`src/rtl/pbdma_pkg.sv`:
```
package pbdma_pkg;

    localparam int TIM_W = 8;
    localparam int PG_W  = 4;

    typedef struct packed {
        logic [TIM_W-1:0] lat;
        logic [TIM_W-1:0] pwd;
        logic [PG_W-1:0]  pgs;
        logic [TIM_W-1:0] rls;
    } bus_timing_t;

    typedef enum logic { DOM_A = 1'b0, DOM_B = 1'b1 } dom_e;

    typedef enum logic [1:0] { MV_IDLE, MV_RD, MV_WR } mv_phase_e;

    localparam logic [5:0] OFF_DRAM    = 6'h00;
    localparam logic [5:0] OFF_BUS     = 6'h04;
    localparam logic [5:0] OFF_LEN_OUT = 6'h08;
    localparam logic [5:0] OFF_LEN_IN  = 6'h0C;
    localparam logic [5:0] OFF_STAT    = 6'h10;
    localparam logic [5:0] OFF_TIM0    = 6'h14;
    localparam logic [5:0] TIM_STRIDE  = 6'h10;

    function automatic dom_e bus_domain(input logic [31:0] a);
        if ((a >= 32'h0500_0000 && a <= 32'h05FF_FFFF) ||
            (a >= 32'h0800_0000 && a <= 32'h0FFF_FFFF))
            return DOM_B;
        return DOM_A;
    endfunction

endpackage

```
`src/rtl/pbdma_domain_dec.sv`:
```
module pbdma_domain_dec
    import pbdma_pkg::*;
#(
    parameter int ADDR_W = 32
) (
    input  logic [ADDR_W-1:0] bus_addr,
    input  bus_timing_t       tim_a,
    input  bus_timing_t       tim_b,
    output bus_timing_t       tim_sel
);
    dom_e dom;

    always_comb begin
        dom     = bus_domain(32'(bus_addr));
        tim_sel = (dom == DOM_B) ? tim_b : tim_a;
    end
endmodule

```
`src/rtl/pbdma_cost.sv`:
```
module pbdma_cost
    import pbdma_pkg::*;
#(
    parameter int LEN_W = 24,
    parameter int CNT_W = 40
) (
    input  bus_timing_t      tim,
    input  logic [LEN_W:0]   len,
    output logic [CNT_W-1:0] cost
);
    localparam int LW = LEN_W + 2;

    logic [4:0]       sh;
    logic [LW-1:0]    pg_m1;
    logic [LW-1:0]    pages;
    logic [CNT_W-1:0] per_page, per_half, sum;

    always_comb begin
        sh       = 5'(tim.pgs) + 5'd2;
        pg_m1    = (LW'(1) << sh) - LW'(1);
        pages    = (LW'(len) + pg_m1) >> sh;
        per_page = CNT_W'(tim.lat) + CNT_W'(20);
        per_half = CNT_W'(tim.pwd) + CNT_W'(tim.rls) + CNT_W'(2);
        sum      = per_page * CNT_W'(pages) + per_half * CNT_W'(len >> 1);
        cost     = sum + (sum >> 1);
    end
endmodule

```
`src/rtl/pbdma_mover.sv`:
```
module pbdma_mover
    import pbdma_pkg::*;
#(
    parameter int ADDR_W  = 32,
    parameter int DRAM_AW = 23,
    parameter int LEN_W   = 24
) (
    input  logic              clk,
    input  logic              rst,
    input  logic              start,
    input  logic              to_bus,
    input  logic [ADDR_W-1:0] dram_base,
    input  logic [ADDR_W-1:0] bus_base,
    input  logic [LEN_W:0]    len,
    input  logic [7:0]        mem_rdata,
    output logic              mem_req,
    output logic              mem_we,
    output logic              mem_to_bus,
    output logic [ADDR_W-1:0] mem_addr,
    output logic [7:0]        mem_wdata,
    output logic              done
);
    mv_phase_e         phase;
    logic [LEN_W:0]    idx;
    logic [7:0]        hold;
    logic [ADDR_W-1:0] dram_byte, bus_byte;
    logic              on_bus;

    always_ff @(posedge clk) begin
        if (rst) begin
            phase <= MV_IDLE;
            idx   <= '0;
            hold  <= '0;
        end else if (start) begin
            phase <= MV_RD;
            idx   <= '0;
        end else begin
            case (phase)
                MV_RD: begin
                    hold  <= mem_rdata;
                    phase <= MV_WR;
                end
                MV_WR: begin
                    idx   <= idx + 1'b1;
                    phase <= (idx + 1'b1 == len) ? MV_IDLE : MV_RD;
                end
                default: phase <= MV_IDLE;
            endcase
        end
    end

    always_comb begin
        dram_byte  = ADDR_W'(dram_base[DRAM_AW-1:0] + idx[DRAM_AW-1:0]);
        bus_byte   = bus_base + ADDR_W'(idx);
        on_bus     = (phase == MV_WR) ? to_bus : !to_bus;
        mem_req    = (phase != MV_IDLE);
        mem_we     = (phase == MV_WR);
        mem_to_bus = on_bus;
        mem_addr   = on_bus ? bus_byte : dram_byte;
        mem_wdata  = hold;
        done       = (phase == MV_IDLE);
    end
endmodule

```
`src/rtl/pbdma_top.sv`:
```
module pbdma_top
    import pbdma_pkg::*;
#(
    parameter int ADDR_W  = 32,
    parameter int DRAM_AW = 23,
    parameter int LEN_W   = 24,
    parameter int CNT_W   = 40
) (
    input  logic              clk,
    input  logic              rst,
    input  logic              reg_we,
    input  logic [5:0]        reg_addr,
    input  logic [31:0]       reg_wdata,
    output logic [31:0]       reg_rdata,
    output logic              mem_req,
    output logic              mem_we,
    output logic              mem_to_bus,
    output logic [ADDR_W-1:0] mem_addr,
    output logic [7:0]        mem_wdata,
    input  logic [7:0]        mem_rdata,
    output logic              irq,
    output logic              busy
);
    localparam int NDOM = 2;
    localparam logic [ADDR_W-1:0] DRAM_MASK = ADDR_W'((64'(1) << DRAM_AW) - 2);

    logic [ADDR_W-1:0] dram_q, bus_q;
    bus_timing_t       tim_q [NDOM];
    logic              busy_q, irq_q;
    logic [CNT_W-1:0]  cnt_q;
    logic [ADDR_W-1:0] x_dram, x_bus;
    logic [LEN_W:0]    x_len;
    logic              x_to_bus;

    logic [ADDR_W-1:0] m_dram, m_bus;
    logic [LEN_W:0]    w_len;
    logic              len_wr, start, mv_done, finish;
    bus_timing_t       tim_sel;
    logic [CNT_W-1:0]  cost;

    always_comb begin
        m_dram = dram_q & DRAM_MASK;
        m_bus  = bus_q & ~ADDR_W'(1);
        w_len  = {1'b0, reg_wdata[LEN_W-1:0]} + 1'b1;
        len_wr = reg_we && (reg_addr == OFF_LEN_OUT || reg_addr == OFF_LEN_IN);
        start  = len_wr && !busy_q;
        finish = busy_q && (cnt_q == '0) && mv_done;
    end

    pbdma_domain_dec #(.ADDR_W(ADDR_W)) u_dec (
        .bus_addr(m_bus), .tim_a(tim_q[0]), .tim_b(tim_q[1]), .tim_sel(tim_sel)
    );

    pbdma_cost #(.LEN_W(LEN_W), .CNT_W(CNT_W)) u_cost (
        .tim(tim_sel), .len(w_len), .cost(cost)
    );

    pbdma_mover #(.ADDR_W(ADDR_W), .DRAM_AW(DRAM_AW), .LEN_W(LEN_W)) u_mover (
        .clk(clk), .rst(rst), .start(start), .to_bus(x_to_bus),
        .dram_base(x_dram), .bus_base(x_bus), .len(x_len),
        .mem_rdata(mem_rdata), .mem_req(mem_req), .mem_we(mem_we),
        .mem_to_bus(mem_to_bus), .mem_addr(mem_addr), .mem_wdata(mem_wdata),
        .done(mv_done)
    );

    // Timing fields, one bank per domain
    for (genvar d = 0; d < NDOM; d++) begin : g_tim
        localparam logic [5:0] BASE = OFF_TIM0 + 6'(d) * TIM_STRIDE;
        always_ff @(posedge clk) begin
            if (rst) begin
                tim_q[d] <= '0;
            end else if (reg_we) begin
                if (reg_addr == BASE)         tim_q[d].lat <= reg_wdata[TIM_W-1:0];
                if (reg_addr == BASE + 6'h04) tim_q[d].pwd <= reg_wdata[TIM_W-1:0];
                if (reg_addr == BASE + 6'h08) tim_q[d].pgs <= reg_wdata[PG_W-1:0];
                if (reg_addr == BASE + 6'h0C) tim_q[d].rls <= reg_wdata[TIM_W-1:0];
            end
        end
    end

    always_ff @(posedge clk) begin
        if (rst) begin
            dram_q   <= '0;
            bus_q    <= '0;
            busy_q   <= 1'b0;
            irq_q    <= 1'b0;
            cnt_q    <= '0;
            x_dram   <= '0;
            x_bus    <= '0;
            x_len    <= '0;
            x_to_bus <= 1'b0;
        end else begin
            if (reg_we && reg_addr == OFF_DRAM) dram_q <= reg_wdata;
            if (reg_we && reg_addr == OFF_BUS)  bus_q  <= reg_wdata;
            if (reg_we && reg_addr == OFF_STAT && reg_wdata[1]) irq_q <= 1'b0;
            if (start) begin
                busy_q   <= 1'b1;
                cnt_q    <= cost;
                x_dram   <= m_dram;
                x_bus    <= m_bus;
                x_len    <= w_len;
                x_to_bus <= (reg_addr == OFF_LEN_OUT);
            end else if (busy_q && cnt_q != '0) begin
                cnt_q <= cnt_q - 1'b1;
            end
            if (finish) begin
                busy_q <= 1'b0;
                irq_q  <= 1'b1;
                dram_q <= x_dram + ADDR_W'(x_len);
                bus_q  <= x_bus + ADDR_W'(x_len);
            end
        end
    end

    always_comb begin
        reg_rdata = '0;
        case (reg_addr)
            OFF_DRAM: reg_rdata = 32'(dram_q);
            OFF_BUS:  reg_rdata = 32'(bus_q);
            OFF_STAT: reg_rdata = {30'd0, irq_q, busy_q};
            default: begin
                for (int d = 0; d < NDOM; d++) begin
                    if (reg_addr == OFF_TIM0 + 6'(d) * TIM_STRIDE)
                        reg_rdata = 32'(tim_q[d].lat);
                    if (reg_addr == OFF_TIM0 + 6'(d) * TIM_STRIDE + 6'h04)
                        reg_rdata = 32'(tim_q[d].pwd);
                    if (reg_addr == OFF_TIM0 + 6'(d) * TIM_STRIDE + 6'h08)
                        reg_rdata = 32'(tim_q[d].pgs);
                    if (reg_addr == OFF_TIM0 + 6'(d) * TIM_STRIDE + 6'h0C)
                        reg_rdata = 32'(tim_q[d].rls);
                end
            end
        endcase
    end

    assign irq  = irq_q;
    assign busy = busy_q;
endmodule

```
`config.mk`:
```
export PLATFORM = sky130hd
export DESIGN_NAME = pbdma_top
export DESIGN_NICKNAME = d
export VERILOG_FILES = /design/src/rtl/pbdma_pkg.sv /design/src/rtl/pbdma_domain_dec.sv /design/src/rtl/pbdma_cost.sv /design/src/rtl/pbdma_mover.sv /design/src/rtl/pbdma_top.sv
export SDC_FILE = /design/constraint.sdc
export NUM_CORES = 2
export LEC_CHECK = 0
export ABC_AREA = 1
export BUFFER_PORTS_ARGS = -buffer_cell sky130_fd_sc_hd__clkbuf_2
export CORE_MARGIN = 1
export CORE_UTILIZATION = 30
export DETAILED_ROUTE_END_ITERATION = 10
export GPL_TIMING_DRIVEN = 0
export PLACE_DENSITY_LB_ADDON = 0.2
export SLEW_MARGIN = 20
export SYNTH_ARGS = -nofsm -noshare
export SYNTH_HDL_FRONTEND = slang
export SYNTH_SLANG_ARGS = --single-unit
```
`constraint.sdc`:
```
create_clock -name clk -period 12.4 [get_ports clk]
set_clock_uncertainty 0.05 [all_clocks]
set_input_delay 1.24 -clock clk [delete_from_list [all_inputs] [get_ports clk]]
set_output_delay 1.24 -clock clk [all_outputs]
set_load 0.01 [all_outputs]
```
==> results.py <==
metrics = {
    "clock_tree": {
        "holdBufCountCts": 0,
        "clk_latency_ps": 630,
        "cts_sinks": 276,
        "clkTransAtPathRegs_ps": 70,
        "clockBufferDepth": 3,
        "cts_buffers": 31,
        "htree_levels": 1,
        "cts_tree": "built",
        "root_buffer": "clkbuf_16",
    },
    "global_routing": {
        "grt_usage_pct": 23.3,
        "grt_max_degree": 17,
        "grt_pass1_vias": 39900,
        "overflow": 0,
        "grt_pass1_wl_microns": 243000,
        "antenna_found_initial": 10,
    },
    "route": {
        "wl_per_cell_microns": 20.2,
        "dr.pass1.iters": 11,
        "vias": 40400,
        "drtIter0Drc": 3164,
        "ant_nets": 0,
        "viasPerCell": 5.04,
        "drcViolationCount": 9,
        "wl_microns": 162000,
    },
    "run": {
        "drv_cap": 0,
    },
    "synth": {
        "yosysSeqAreaShare_pct": 15.0,
        "synth.largest_area_cell": "fa_1",
        "yosysTopAreaCellShare_pct": 19.6,
        "synthFlopType": "dfxtp_1",
        "ys_top_cells_by_area": "fa_1 (20%), ha_1 (13%), dfxtp_1 (11%)",
        "synthCells": 5815,
        "avgSynthCellArea_sq_um": 6.98,
        "ys_seq_elements": 276,
        "synthTopCellsByCount": "nand2_1 (1151), inv_1 (1128), nor2_1 (635)",
        "yosysMostFrequentCell": "nand2_1",
        "synthDistinctLibCells": 68,
        "synth_area_sq_mm": 0.0406,
        "synth-async-reset-ratio_pct": 0,
        "synth_warnings": 0,
        "synth_edf_count": 56,
    },
    "finish": {
        "fin_nets": 7071,
        "postLayoutCellArea_sq_mm": 0.0509,
        "multi_input_area_sq_mm": 0.0337,
        "n_fill_cell": 14100,
        "seqCellArea_sq_mm": 0.00609,
        "syn_to_final_growth_pct": 25.4,
        "fin_util_pct": 38.0,
        "drive_gt1_share_pct": 18.1,
    },
    "min_path": {
        "hp-class": "reg2reg",
    },
    "critical_path": {
        "cpMaxStageDelayCell": "fa_1",
        "critPathKind": "in2reg",
        "rr_startpoint": "bus_q[25]$_SDFFE_PP0P_",
        "reg2reg_depth": 66,
        "cp_common_cell": "fa_1",
        "crit_arrival_ps": 13240,
        "rrSetupSlack_ps": -190,
        "endpoint": "cnt_q[34]$_SDFFE_PP0P_",
        "end_kind": "flop",
        "cp-startpoint": "reg_wdata[2]",
        "cpPeakStageDelay_ps": 560,
        "critPathRequiredTime_ps": 12900,
        "cp_max_fo": 9,
        "r2r-end": "cnt_q[34]$_SDFFE_PP0P_",
        "critPathLaunchType": "primary input",
    },
    "floorplan": {
        "die_h_microns": 370,
        "core-area_sq_mm": 0.134,
        "die_w_microns": 370,
        "rows": 134,
        "num_io_pins": 126,
        "start_util_pct": 30.3,
        "dieArea_sq_mm": 0.137,
    },
    "sta": {
        "fin_ws_ps": -339,
        "grt_setup_unrepaired": "yes",
        "drv_slew": 0,
        "max_freq_ghz": 0.0785,
        "period_needed_ps": 12740,
        "tightest_slew_ps": 1170,
        "hold_viol": 0,
        "fin_crit_sh_pct": 103,
        "relSlewSlack_pct": 22.0,
        "setup_viol": 19,
    },
    "placement": {
        "placed_cell_area_sq_mm": 0.0435,
        "dp_hpwl_microns": 133000,
        "io_buffers": 125,
        "gp_congestion": 0.953,
    },
    "status": {
        "outcome": "finished, violations left",
        "violations": "design-rule violations, negative setup slack",
    },
}
-- stage by stage --
step | setup WS (ps) | instances | hold WS, ps | setup TNS, ps
after global routing | -773 | 8010 | 432 | -13640
after detailed placement | -3260 | 7716 | 406 | -88520
after CTS | -254 | 7934 | 415 | -2820
final | -339 | 8015 | 414 | -3430
after floorplan | 61.8 | 5818 | 391 | 0
after global placement | -3710 | 7711 | 400 | -99530
-- worst min-delay path by stage --
stage / start / endpoint / cells past startpoint
6_report: dram_q[30]$_SDFFE_PP0P_ / dram_q[30]$_SDFFE_PP0P_ / 2
4_1_cts: dram_q[30]$_SDFFE_PP0P_ / dram_q[30]$_SDFFE_PP0P_ / 2
3_3_place_gp: dram_q[31]$_SDFFE_PP0P_ / dram_q[31]$_SDFFE_PP0P_ / 2
5_1_grt: dram_q[27]$_SDFFE_PP0P_ / dram_q[27]$_SDFFE_PP0P_ / 2
3_5_place_dp: dram_q[30]$_SDFFE_PP0P_ / dram_q[30]$_SDFFE_PP0P_ / 2
2_1_floorplan: dram_q[28]$_SDFFE_PP0P_ / dram_q[28]$_SDFFE_PP0P_ / 2
-- kinds of logic after synthesis --
| kind of cell | share of synthesized area, % |
|---|---|
| AOI/OAI and AO/OA | 12.6 |
| xor gates and xnor gates | 3.49 |
| adders and majority gates | 32.4 |
| buffers and inverters | 12.1 |
| DFF | 15.0 |
| muxes | 0.191 |
| other | 0.00924 |
| and+or+nand+nor | 24.2 |
-- worst max-delay path, delay by kind of cell --
kind            cells  cell delay (ps)
fa+ha+maj          12             5230
simple gates       33             4100
buf+inv            14             1220
compound gates      6             1130
xor+xnor            2              270
-- timing repair --
action,CTS,global route
setup buffers,167,70
resized for setup,656,312
setup endpoints to repair,35,31
gates cloned,0,0
pin swaps,228,175
-- layout make-up --
class	instances	share of cell area (%)
tap	1768	4.35
buffer	148	1.28
clock buffer	44	1.86
timing repair buffer	360	5.12
multi-input combinational	4243	66.3
sequential	276	12.0
clock inverter	14	0.465
inverter	1149	8.60
antenna	13	0.0639
-- registers in the layout (all words and copies together), names as in the netlist --
name,count
u_mover.idx,25
cnt_q,40
x_to_bus,1
tim_q,56
x_dram,22
x_bus,31
bus_q,32
x_len,25
busy,1
u_mover.mem_wdata,8
dram_q,32
irq,1
u_mover.phase,2
-- cell usage in the layout, fill, tap and decap left out, drive strengths merged, types with 8 or more instances in the layout --
master     n
fa       397
dfxtp    220
buf      263
edfxtp    56
a221oi     8
nor3      57
inv     1134
nor4      14
or2       33
o221ai    41
xor2     101
a31oi     23
o21bai    15
xnor2     58
o21a      14
nand4     57
clkinv    19
o211ai    24
diode     13
nand3    371
nor2     640
nand2   1155
o22ai     54
ha       416
a21oi    324
o21ai    351
nand3b    16
clkbuf   288
a21o      11
-- layer usage --
layer / vias to the layer above / global-route usage (%) / wire length [microns]
li1: 19300 / - / -
met1: 19600 / 31.3 / 71800
met2: 1249 / 38.2 / 74100
met3: 245 / 2.84 / 9560
met4: 4 / 8.26 / 6730
met5: - / 0 / 27
Power is not shown: default switching activity piles up to over one toggle a cycle in this logic, so the estimate is an artifact.
